<file path="src/rtl/div_pkg.sv">
package div_pkg;

  typedef enum logic [1:0] {
    ST_IDLE = 2'd0,
    ST_RUN  = 2'd1,
    ST_FIX  = 2'd2
  } div_state_t;

endpackage

</file>
<file path="src/rtl/div_sign_prep.sv">
module div_sign_prep #(
  parameter int W = 32,
  parameter int SEL_W = 6,
  parameter logic [SEL_W-1:0] SEL_SIGNED = 6'h25
) (
  input  logic [W-1:0]     op_a,
  input  logic [W-1:0]     op_b,
  input  logic [SEL_W-1:0] op_sel,
  output logic [W-1:0]     mag_a,
  output logic [W-1:0]     mag_b,
  output logic             q_neg
);

  logic is_signed;
  logic a_neg;
  logic b_neg;

  always_comb begin
    is_signed = (op_sel == SEL_SIGNED);
    a_neg     = is_signed & op_a[W-1];
    b_neg     = is_signed & op_b[W-1];
    mag_a     = a_neg ? (~op_a + W'(1)) : op_a;
    mag_b     = b_neg ? (~op_b + W'(1)) : op_b;
    q_neg     = a_neg ^ b_neg;
  end

endmodule

</file>
<file path="src/rtl/div_step_core.sv">
module div_step_core #(
  parameter int W = 32
) (
  input  logic         clk,
  input  logic         rst,
  input  logic         load,
  input  logic [W-1:0] mag_a,
  input  logic [W-1:0] mag_b,
  output logic [W-1:0] quo_raw,
  output logic         last
);

  localparam int CW = $clog2(W + 1);

  logic [W-1:0]  rem_q;
  logic [W-1:0]  dq_q;
  logic [W-1:0]  dvs_q;
  logic [CW-1:0] cnt_q;
  logic          running;

  // trial remainder after the one-bit shift; W+1 bits so no overflow
  logic [W:0] rem_w;
  logic [W:0] diff_w;
  logic       fits;

  always_comb begin
    rem_w  = {rem_q, dq_q[W-1]};
    diff_w = rem_w - {1'b0, dvs_q};
    fits   = (rem_w >= {1'b0, dvs_q});
  end

  always_ff @(posedge clk) begin
    if (rst) begin
      rem_q   <= '0;
      dq_q    <= '0;
      dvs_q   <= '0;
      cnt_q   <= '0;
      running <= 1'b0;
      last    <= 1'b0;
    end else begin
      last <= 1'b0;
      if (load) begin
        rem_q   <= '0;
        dq_q    <= mag_a;
        dvs_q   <= mag_b;
        cnt_q   <= CW'(W);
        running <= 1'b1;
      end else if (running) begin
        if (fits) begin
          rem_q <= diff_w[W-1:0];
          dq_q  <= {dq_q[W-2:0], 1'b1};
        end else begin
          rem_q <= rem_w[W-1:0];
          dq_q  <= {dq_q[W-2:0], 1'b0};
        end
        cnt_q <= cnt_q - CW'(1);
        if (cnt_q == CW'(1)) begin
          running <= 1'b0;
          last    <= 1'b1;
        end
      end
    end
  end

  assign quo_raw = dq_q;

  // restoring step keeps the partial remainder below a nonzero divisor
  assert_rem_below_divisor_R4: assert property (@(posedge clk) disable iff (rst)
    (running && dvs_q != '0) |-> (rem_q < dvs_q));

  // loop counter stays within 1..W while the loop runs
  assert_count_range_R2: assert property (@(posedge clk) disable iff (rst)
    running |-> (cnt_q != '0 && cnt_q <= CW'(W)));

endmodule

</file>
<file path="src/rtl/div_sign_fix.sv">
module div_sign_fix #(
  parameter int W = 32
) (
  input  logic         clk,
  input  logic         rst,
  input  logic         fire,
  input  logic         neg,
  input  logic [W-1:0] raw,
  output logic [W-1:0] quotient,
  output logic         done
);

  always_ff @(posedge clk) begin
    if (rst) begin
      quotient <= '0;
      done     <= 1'b0;
    end else begin
      done <= fire;
      if (fire) quotient <= neg ? (~raw + W'(1)) : raw;
    end
  end

  // the quotient only moves when a completion is reported
  assert_quotient_hold_R9: assert property (@(posedge clk) disable iff (rst)
    !$stable(quotient) |-> done);

  // completion is a single-cycle pulse
  assert_done_single_R2: assert property (@(posedge clk) disable iff (rst)
    done |=> !done);

endmodule

</file>
<file path="src/rtl/int_divider.sv">
module int_divider #(
  parameter int W = 32,
  parameter int SEL_W = 6,
  parameter logic [SEL_W-1:0] SEL_SIGNED = 6'h25
) (
  input  logic             clk,
  input  logic             rst,
  input  logic             start,
  input  logic [SEL_W-1:0] sel,
  input  logic [W-1:0]     dividend,
  input  logic [W-1:0]     divisor,
  output logic             busy,
  output logic             done,
  output logic [W-1:0]     quotient
);

  import div_pkg::*;

  div_state_t state_q;
  logic       load;
  logic       neg_q;
  logic       last;
  logic [W-1:0] mag_a;
  logic [W-1:0] mag_b;
  logic [W-1:0] quo_raw;
  logic       q_neg;

  assign busy = (state_q != ST_IDLE);
  assign load = start && (state_q == ST_IDLE);

  div_sign_prep #(.W(W), .SEL_W(SEL_W), .SEL_SIGNED(SEL_SIGNED)) u_prep (
    .op_a   (dividend),
    .op_b   (divisor),
    .op_sel (sel),
    .mag_a  (mag_a),
    .mag_b  (mag_b),
    .q_neg  (q_neg)
  );

  div_step_core #(.W(W)) u_core (
    .clk     (clk),
    .rst     (rst),
    .load    (load),
    .mag_a   (mag_a),
    .mag_b   (mag_b),
    .quo_raw (quo_raw),
    .last    (last)
  );

  div_sign_fix #(.W(W)) u_fix (
    .clk      (clk),
    .rst      (rst),
    .fire     (last),
    .neg      (neg_q),
    .raw      (quo_raw),
    .quotient (quotient),
    .done     (done)
  );

  always_ff @(posedge clk) begin
    if (rst) begin
      state_q <= ST_IDLE;
      neg_q   <= 1'b0;
    end else begin
      case (state_q)
        ST_IDLE: if (start) begin
          state_q <= ST_RUN;
          neg_q   <= q_neg;
        end
        ST_RUN:  if (last) state_q <= ST_FIX;
        ST_FIX:  state_q <= ST_IDLE;
        default: state_q <= ST_IDLE;
      endcase
    end
  end

  // done is only raised while the block reports busy
  assert_done_within_busy_R2: assert property (@(posedge clk) disable iff (rst)
    done |-> busy);

  // busy drops on the edge where done drops
  assert_busy_ends_with_done_R2: assert property (@(posedge clk) disable iff (rst)
    $fell(done) |-> !busy);

  // a start during busy does not restart the loop
  assert_no_restart_R3: assert property (@(posedge clk) disable iff (rst)
    (busy && start && !done) |=> busy);

endmodule

</file>
<file path="config.mk">
export PLATFORM = sky130hd
export DESIGN_NAME = int_divider
export DESIGN_NICKNAME = d
export VERILOG_FILES = /design/src/rtl/div_pkg.sv /design/src/rtl/div_sign_prep.sv /design/src/rtl/div_step_core.sv /design/src/rtl/div_sign_fix.sv /design/src/rtl/int_divider.sv
export SDC_FILE = /design/constraint.sdc
export NUM_CORES = 1
export LEC_CHECK = 0
export BUFFER_PORTS_ARGS = -buffer_cell sky130_fd_sc_hd__buf_4
export CAP_MARGIN = 40
export CORE_ASPECT_RATIO = 0.6
export CORE_MARGIN = 4
export CORE_UTILIZATION = 50
export DETAILED_ROUTE_END_ITERATION = 8
export GPL_TIMING_DRIVEN = 0
export HOLD_SLACK_MARGIN = 0.15
export PLACE_DENSITY = 0.78
export SLEW_MARGIN = 20
export SYNTH_ARGS = -nofsm -noshare
export SYNTH_HDL_FRONTEND = slang
export SYNTH_HIERARCHICAL = 1
export SYNTH_SLANG_ARGS = --single-unit
</file>
<file path="constraint.sdc">
create_clock -name clk -period 3 [get_ports clk]
set_input_delay 0.6 -clock clk [delete_from_list [all_inputs] [get_ports clk]]
set_output_delay 0.6 -clock clk [all_outputs]
set_load 0.01 [all_outputs]
</file>
# == Yosys cells after proc, flatten, opt, wreduce, memory -nomap -nowiden ==
# Index checks and enable logic that the tools add are counted.
# classes
addsub,5
n_mul,0
div,0
n_lt_le_gt_ge,1
n_eq_ne,5
shift,0
n_mux,16
bitwise,7
n_reduce_logical,8
# ops
op,n
2-to-1 mux 32 bit,6
"adder 32 x 1 -> 32 bit, second input constant",3
NOT 32 bit,3
>= comparator 33 x 32 -> 1 bit,1
subtractor 32 bit,1
2-to-1 mux 6 bit,2
"equality test 6 x 1 -> 1 bit, second input constant",1
"equality test 6 bit, second input constant",1
"subtractor 6 x 1 -> 6 bit, second input constant",1
2-to-1 mux 1 bit,5
2-to-1 mux 2 bit,2
one-hot mux 2 bit (2 select lines),1
AND reduction 2 bit,2
nonzero test 2 bit,2
OR reduction 3 bit,1
bitwise AND 1 bit,2
"equality test 2 x 1 -> 1 bit, second input constant",1
logical NOT 2 bit,1
"!= test 2 x 1 -> 1 bit, second input constant",1
"!= test 2 bit, second input constant",1
OR reduction 2 bit,1
logical AND 1 bit,1
NOT 1 bit,1
XOR 1 bit,1
# totals
reg_bits,140
latch_bits,0
ramBits,0
romBits,0
input_bits,73
output_inout_bits,34
word_cells,53
n_memories,0

# == Longest topological paths before layout ==
# depth
depth_word,4
mapped_depth,13
mapped_depth_nobuf,11

# == Hierarchy ==
# The synthesis kept the hierarchy.
# by_module_without_submodules
module,n_inst,cells_each,area_each_um2,seq_area_each_um2
div_step_core,1,770,6251.0,2082.0
div_sign_fix,1,232,1998.2,660.6
div_sign_prep,1,232,1547.7,0.0
int_divider,1,13,135.1,60.1

# == Worst setup path after synthesis ==
# OpenSTA, ideal clock, no wires.
# synth_timing
path_type,reg-to-reg
startpoint,register u_core.dvs_q[9]
endpoint,register u_core.rem_q[26]
setup_time_ns,0.087
t_arrival_ns,2.481
required_time_ns,2.913
setup_slack_ns,0.432
path_stages_with_launch,12
path_buffers,1
period_less_slack_ns,2.568
path_cell_list,dfxtp_1 > inv_1 > ha_1 > buf_6 > a211o_1 > a2111oi_2 > nor3_1 > o311ai_0 > nand2_1 > nand4_1 > mux2_2 > o31ai_1
# synth_via
elab_chain_len,2
elab_cells_between_ends,3
classes_between,add/sub (1); order compare (1); mux (1)
# synth_lines
element,line_no,text
"start, declared",div_step_core.sv:17,logic [W-1:0] dvs_q;
"start signal, assigned",div_step_core.sv:45,dvs_q <= mag_b;
subtractor 32 bit / >= comparator 33 x 32 -> 1 bit (equally long branches),"div_step_core.sv:28, div_step_core.sv:29",
2-to-1 mux 32 bit *,div_step_core.sv:49,if (fits) begin
"end signal, assigned",div_step_core.sv:50,rem_q <= diff_w[W-1:0];
"end signal, assigned",div_step_core.sv:53,rem_q <= rem_w[W-1:0];
"end, declared",div_step_core.sv:15,logic [W-1:0] rem_q;
# Every way passes the cells marked *; elsewhere a longest branch is shown, timed or not.
# A chain may end at the register's enable or synchronous reset.

# == Worst setup path in the final report ==
# layout_timing
startpoint,register u_core.dvs_q[2]
endpoint,register u_core.rem_q[18]
# The elaborated chain is that of the path after synthesis.

==> qor.csv <==
stage,metric,value,unit
outcome,status,finished clean,
critical_path,critical_path.endpoint_type,flop,
power_and_ir_drop,p_leak,4.69,nW
detailed_routing,vias,10100,
finish,drive_gt1_share,15.3,%
logic_synthesis,yosys.cell_types.count,80,
die,die_area,22300,um^2
logic_synthesis,synth_top_cell_by_area,dfxtp_1,
timing,final_hold_viol_count,0,
global_route,grt_max_degree,17,
critical_path,path_class,flop to flop,
global_route,antenna_found_initial,0,
global_route,grt_pass1_wl,49000,um
finish,multiInputGateArea,6760,um^2
detailed_routing,drc_errors,0,
die,die_w,190,um
min_path,hp-start,rst,
die,io_pins,107,
critical_path,r2r_start,u_core/dvs_q[2],
logic_synthesis,synthTopCellsByArea,"dfxtp_1 (28%), mux2i_1 (8.8%), nor2_1 (7.1%)",
global_route,grt_usage,27.7,%
finish,area_delta_synth_final,19.5,%
global_route,grt-ovfl-total,0,
logic_synthesis,postSynthAreaPerCell,7.96,um^2
logic_synthesis,syn_inst,1247,
detailed_routing,wl,31600,um
finish,final_util,61.6,%
critical_path,cp_data_required_time,3280,ps
detailed_routing,post_drt_wl_per_cell,19.2,um
critical_path,r2r_cells,12,
run,drv_cap,0,
critical_path,r2r_slack,80,ps
timing,timing.fmax,343,MHz
logic_synthesis,ys_warn_count,6,
finish,postLayoutCellArea,11900,um^2
clock_tree,cts_max_level,4,
min_path,worstHoldPathCells,2,
logic_synthesis,ys_top_cells_by_count,"nor2_1 (189), dfxtp_1 (140), a21oi_1 (93)",
place,place_ws,-182,ps
global_route,grt_pass1_vias,8795,
clock_tree,cts_tree,yes,
logic_synthesis,seq_area_frac_synth,28.2,%
clock_tree,cts_hold_buf,0,
timing,setup_ws,81.9,ps
detailed_routing,viasPerCell,6.12,
detailed_routing,first_pass_iters,5,
critical_path,arrival,3200,ps
power_and_ir_drop,vdd_ir_drop_max,0.000429,V
logic_synthesis,syn_nets,1358,
power_and_ir_drop,powerDensity,559,nW/um^2
clock_tree,clk_path_buf_depth,2,
logic_synthesis,synth-edff-count,0,
min_path,hp-class,input pin to flop,
min_path,min_to,state_q[0],
finish,area.sequential,2810,um^2
clock_tree,clkSlewWorstSetupHoldPaths,60,ps
timing,fin_crit,2920,ps
finish,diodes,0,
place,place_area,11100,um^2
detailed_routing,drt_iter0_markers,1297,
logic_synthesis,synth_most_common_cell,nor2_1,
place,place_congestion,0.983,
timing,skew,9.47,ps
detailed_routing,postRouteAntennaNets,0,
clock_tree,clock_latency,420,ps
logic_synthesis,netlist_area,9930,um^2
clock_tree,cts_sinks,140,
clock_tree,cts_root_buf,clkbuf_16,
timing,finalCritPeriodShare,97.3,%
logic_synthesis,synth_async_sr_flop_share,0,%
critical_path,cp-start-kind,flop,
die,core_region_area,19300,um^2
timing,max_slew_margin,42.5,%
die,fp-row-count,39,
timing,finalSetupViolCount,0,
finish,finalNetCount,1478,
logic_synthesis,synth_top_cell_area_share,28.2,%
die,initial_utilization,51.5,%
critical_path,r2r_end,u_core/rem_q[18],
clock_tree,cts_buffers,17,
place,numPortBuffers,105,
timing,worst_pin_slew,854,ps
logic_synthesis,synthFlopType,dfxtp_1,
finish,nFillCells,1674,
place,dp_hpwl,24300,um
logic_synthesis,ys_ff_latch,140,
critical_path,worstPathMaxFanout,10,
die,die_y,117,um
timing,slew_viol_final,0,
==> how the worst max path moves through the flow <==
| stage | startpoint | cells after the start | endpoint | slack, ps |
|---|---|---|---|---|
| floorplan | u_core/dvs_q[9] | 11 | u_core/rem_q[26] | 430 |
| global placement | u_core/quo_raw[31] | 11 | u_core/rem_q[26] | -130 |
| detailed placement | u_core/quo_raw[31] | 11 | u_core/rem_q[26] | -180 |
| CTS | u_core/dvs_q[2] | 12 | u_core/rem_q[18] | 10 |
| global route | u_core/dvs_q[9] | 11 | u_core/rem_q[24] | -30 |
| finish | u_core/dvs_q[2] | 12 | u_core/rem_q[18] | 80 |
==> flip-flops by register name, summed over array words and instances (netlist names) <==
register	count
u_core/running	1
u_core/dvs_q	32
u_core/rem_q	32
u_core/cnt_q	6
neg_q	1
u_core/last	1
state_q	2
u_fix/quotient	32
u_core/quo_raw	32
u_fix/done	1
==> stage by stage <==
| stage | power (mW) | hold slack [ps] | std cells | setup TNS [ps] |
|---|---|---|---|---|
| final | 6.63 | 438 | 1645 | 0 |
| after detailed placement | 4.09 | 455 | 1618 | -298 |
| after global routing | 6.89 | 433 | 1645 | -103 |
| after CTS | 6.46 | 427 | 1650 | 0 |
| after global placement | 4.06 | 456 | 1618 | -245 |
| after floorplan | 3.53 | 427 | 1247 | 0 |
==> critical path: stages (launching register included) <==
cell	delay [ps]
dfxtp_1	350
inv_1	140
ha_4	330
o211ai_1	90
a21o_1	220
nor2b_4	170
o31ai_4	330
a21o_4	230
a41o_1	170
buf_4	190
buf_8	190
mux2i_2	260
a21oi_1	100
==> repair_timing <==
item / CTS / global route
pin swaps: 1 / 7
resized for setup: 6 / 24
setup buffers: 1 / 3
setup endpoints to repair: 4 / 29
==> power breakdown <==
part | internal, mW | switching [mW]
logic | 0.890 | 1.28
clock network | 1.51 | 0.851
registers | 1.96 | 0.141
total | 4.36 | 2.27
==> placed cells by master, fill, tap and decap left out, types with 6 or more instances in the layout <==
| cell | instances |
|---|---|
| xor2_1 | 60 |
| inv_1 | 49 |
| o21ai_0 | 44 |
| a31oi_1 | 23 |
| buf_1 | 10 |
| o21ai_1 | 13 |
| or4_1 | 11 |
| nand3_1 | 18 |
| nand2b_1 | 13 |
| o41ai_1 | 6 |
| buf_4 | 112 |
| o31ai_1 | 17 |
| a21oi_1 | 90 |
| and3_1 | 12 |
| a21o_1 | 10 |
| nand4_1 | 22 |
| ha_1 | 29 |
| a211oi_1 | 28 |
| or3_1 | 12 |
| nor2_1 | 189 |
| clkbuf_1 | 48 |
| nor4_1 | 21 |
| mux2i_1 | 86 |
| dfxtp_1 | 138 |
| nor3_1 | 27 |
| a41oi_1 | 8 |
| nor2b_1 | 7 |
| xnor2_1 | 52 |
| clkbuf_16 | 17 |
| o41ai_2 | 7 |
| nand2_1 | 63 |
==> routing by layer <==
layer	GRT usage [%]	routed length [um]	vias to the layer above
li1	-	-	4746
met1	45.3	16000	4728
met2	34.3	11300	559
met3	8.45	4000	36
met4	5.11	296	0
met5	0	0	-
==> kinds of logic (layout without fill, tap and decap cells) <==
family	count (synthesis)	in the layout	synth area share, %
AND/OR/NAND/NOR	446	446	23.1
AO/OA/AOI/OAI	296	296	19.9
flip-flops	140	140	28.2
buffers and inverters	127	259	5.23
XOR/XNOR	112	112	9.88
multiplexers	88	88	8.88
adder cells (fa/ha/maj)	38	38	4.86
==> final cells by class <==
type | count | share of cell area, %
well taps | 266 | 2.80
plain buffers | 70 | 2.65
multi-input cells | 980 | 56.9
clock buffers | 19 | 3.73
flip-flops and latches | 140 | 23.6
inverters | 49 | 1.55
repair buffers | 109 | 6.90
clock inverters | 12 | 1.78
(Power assumes the default switching activity.)
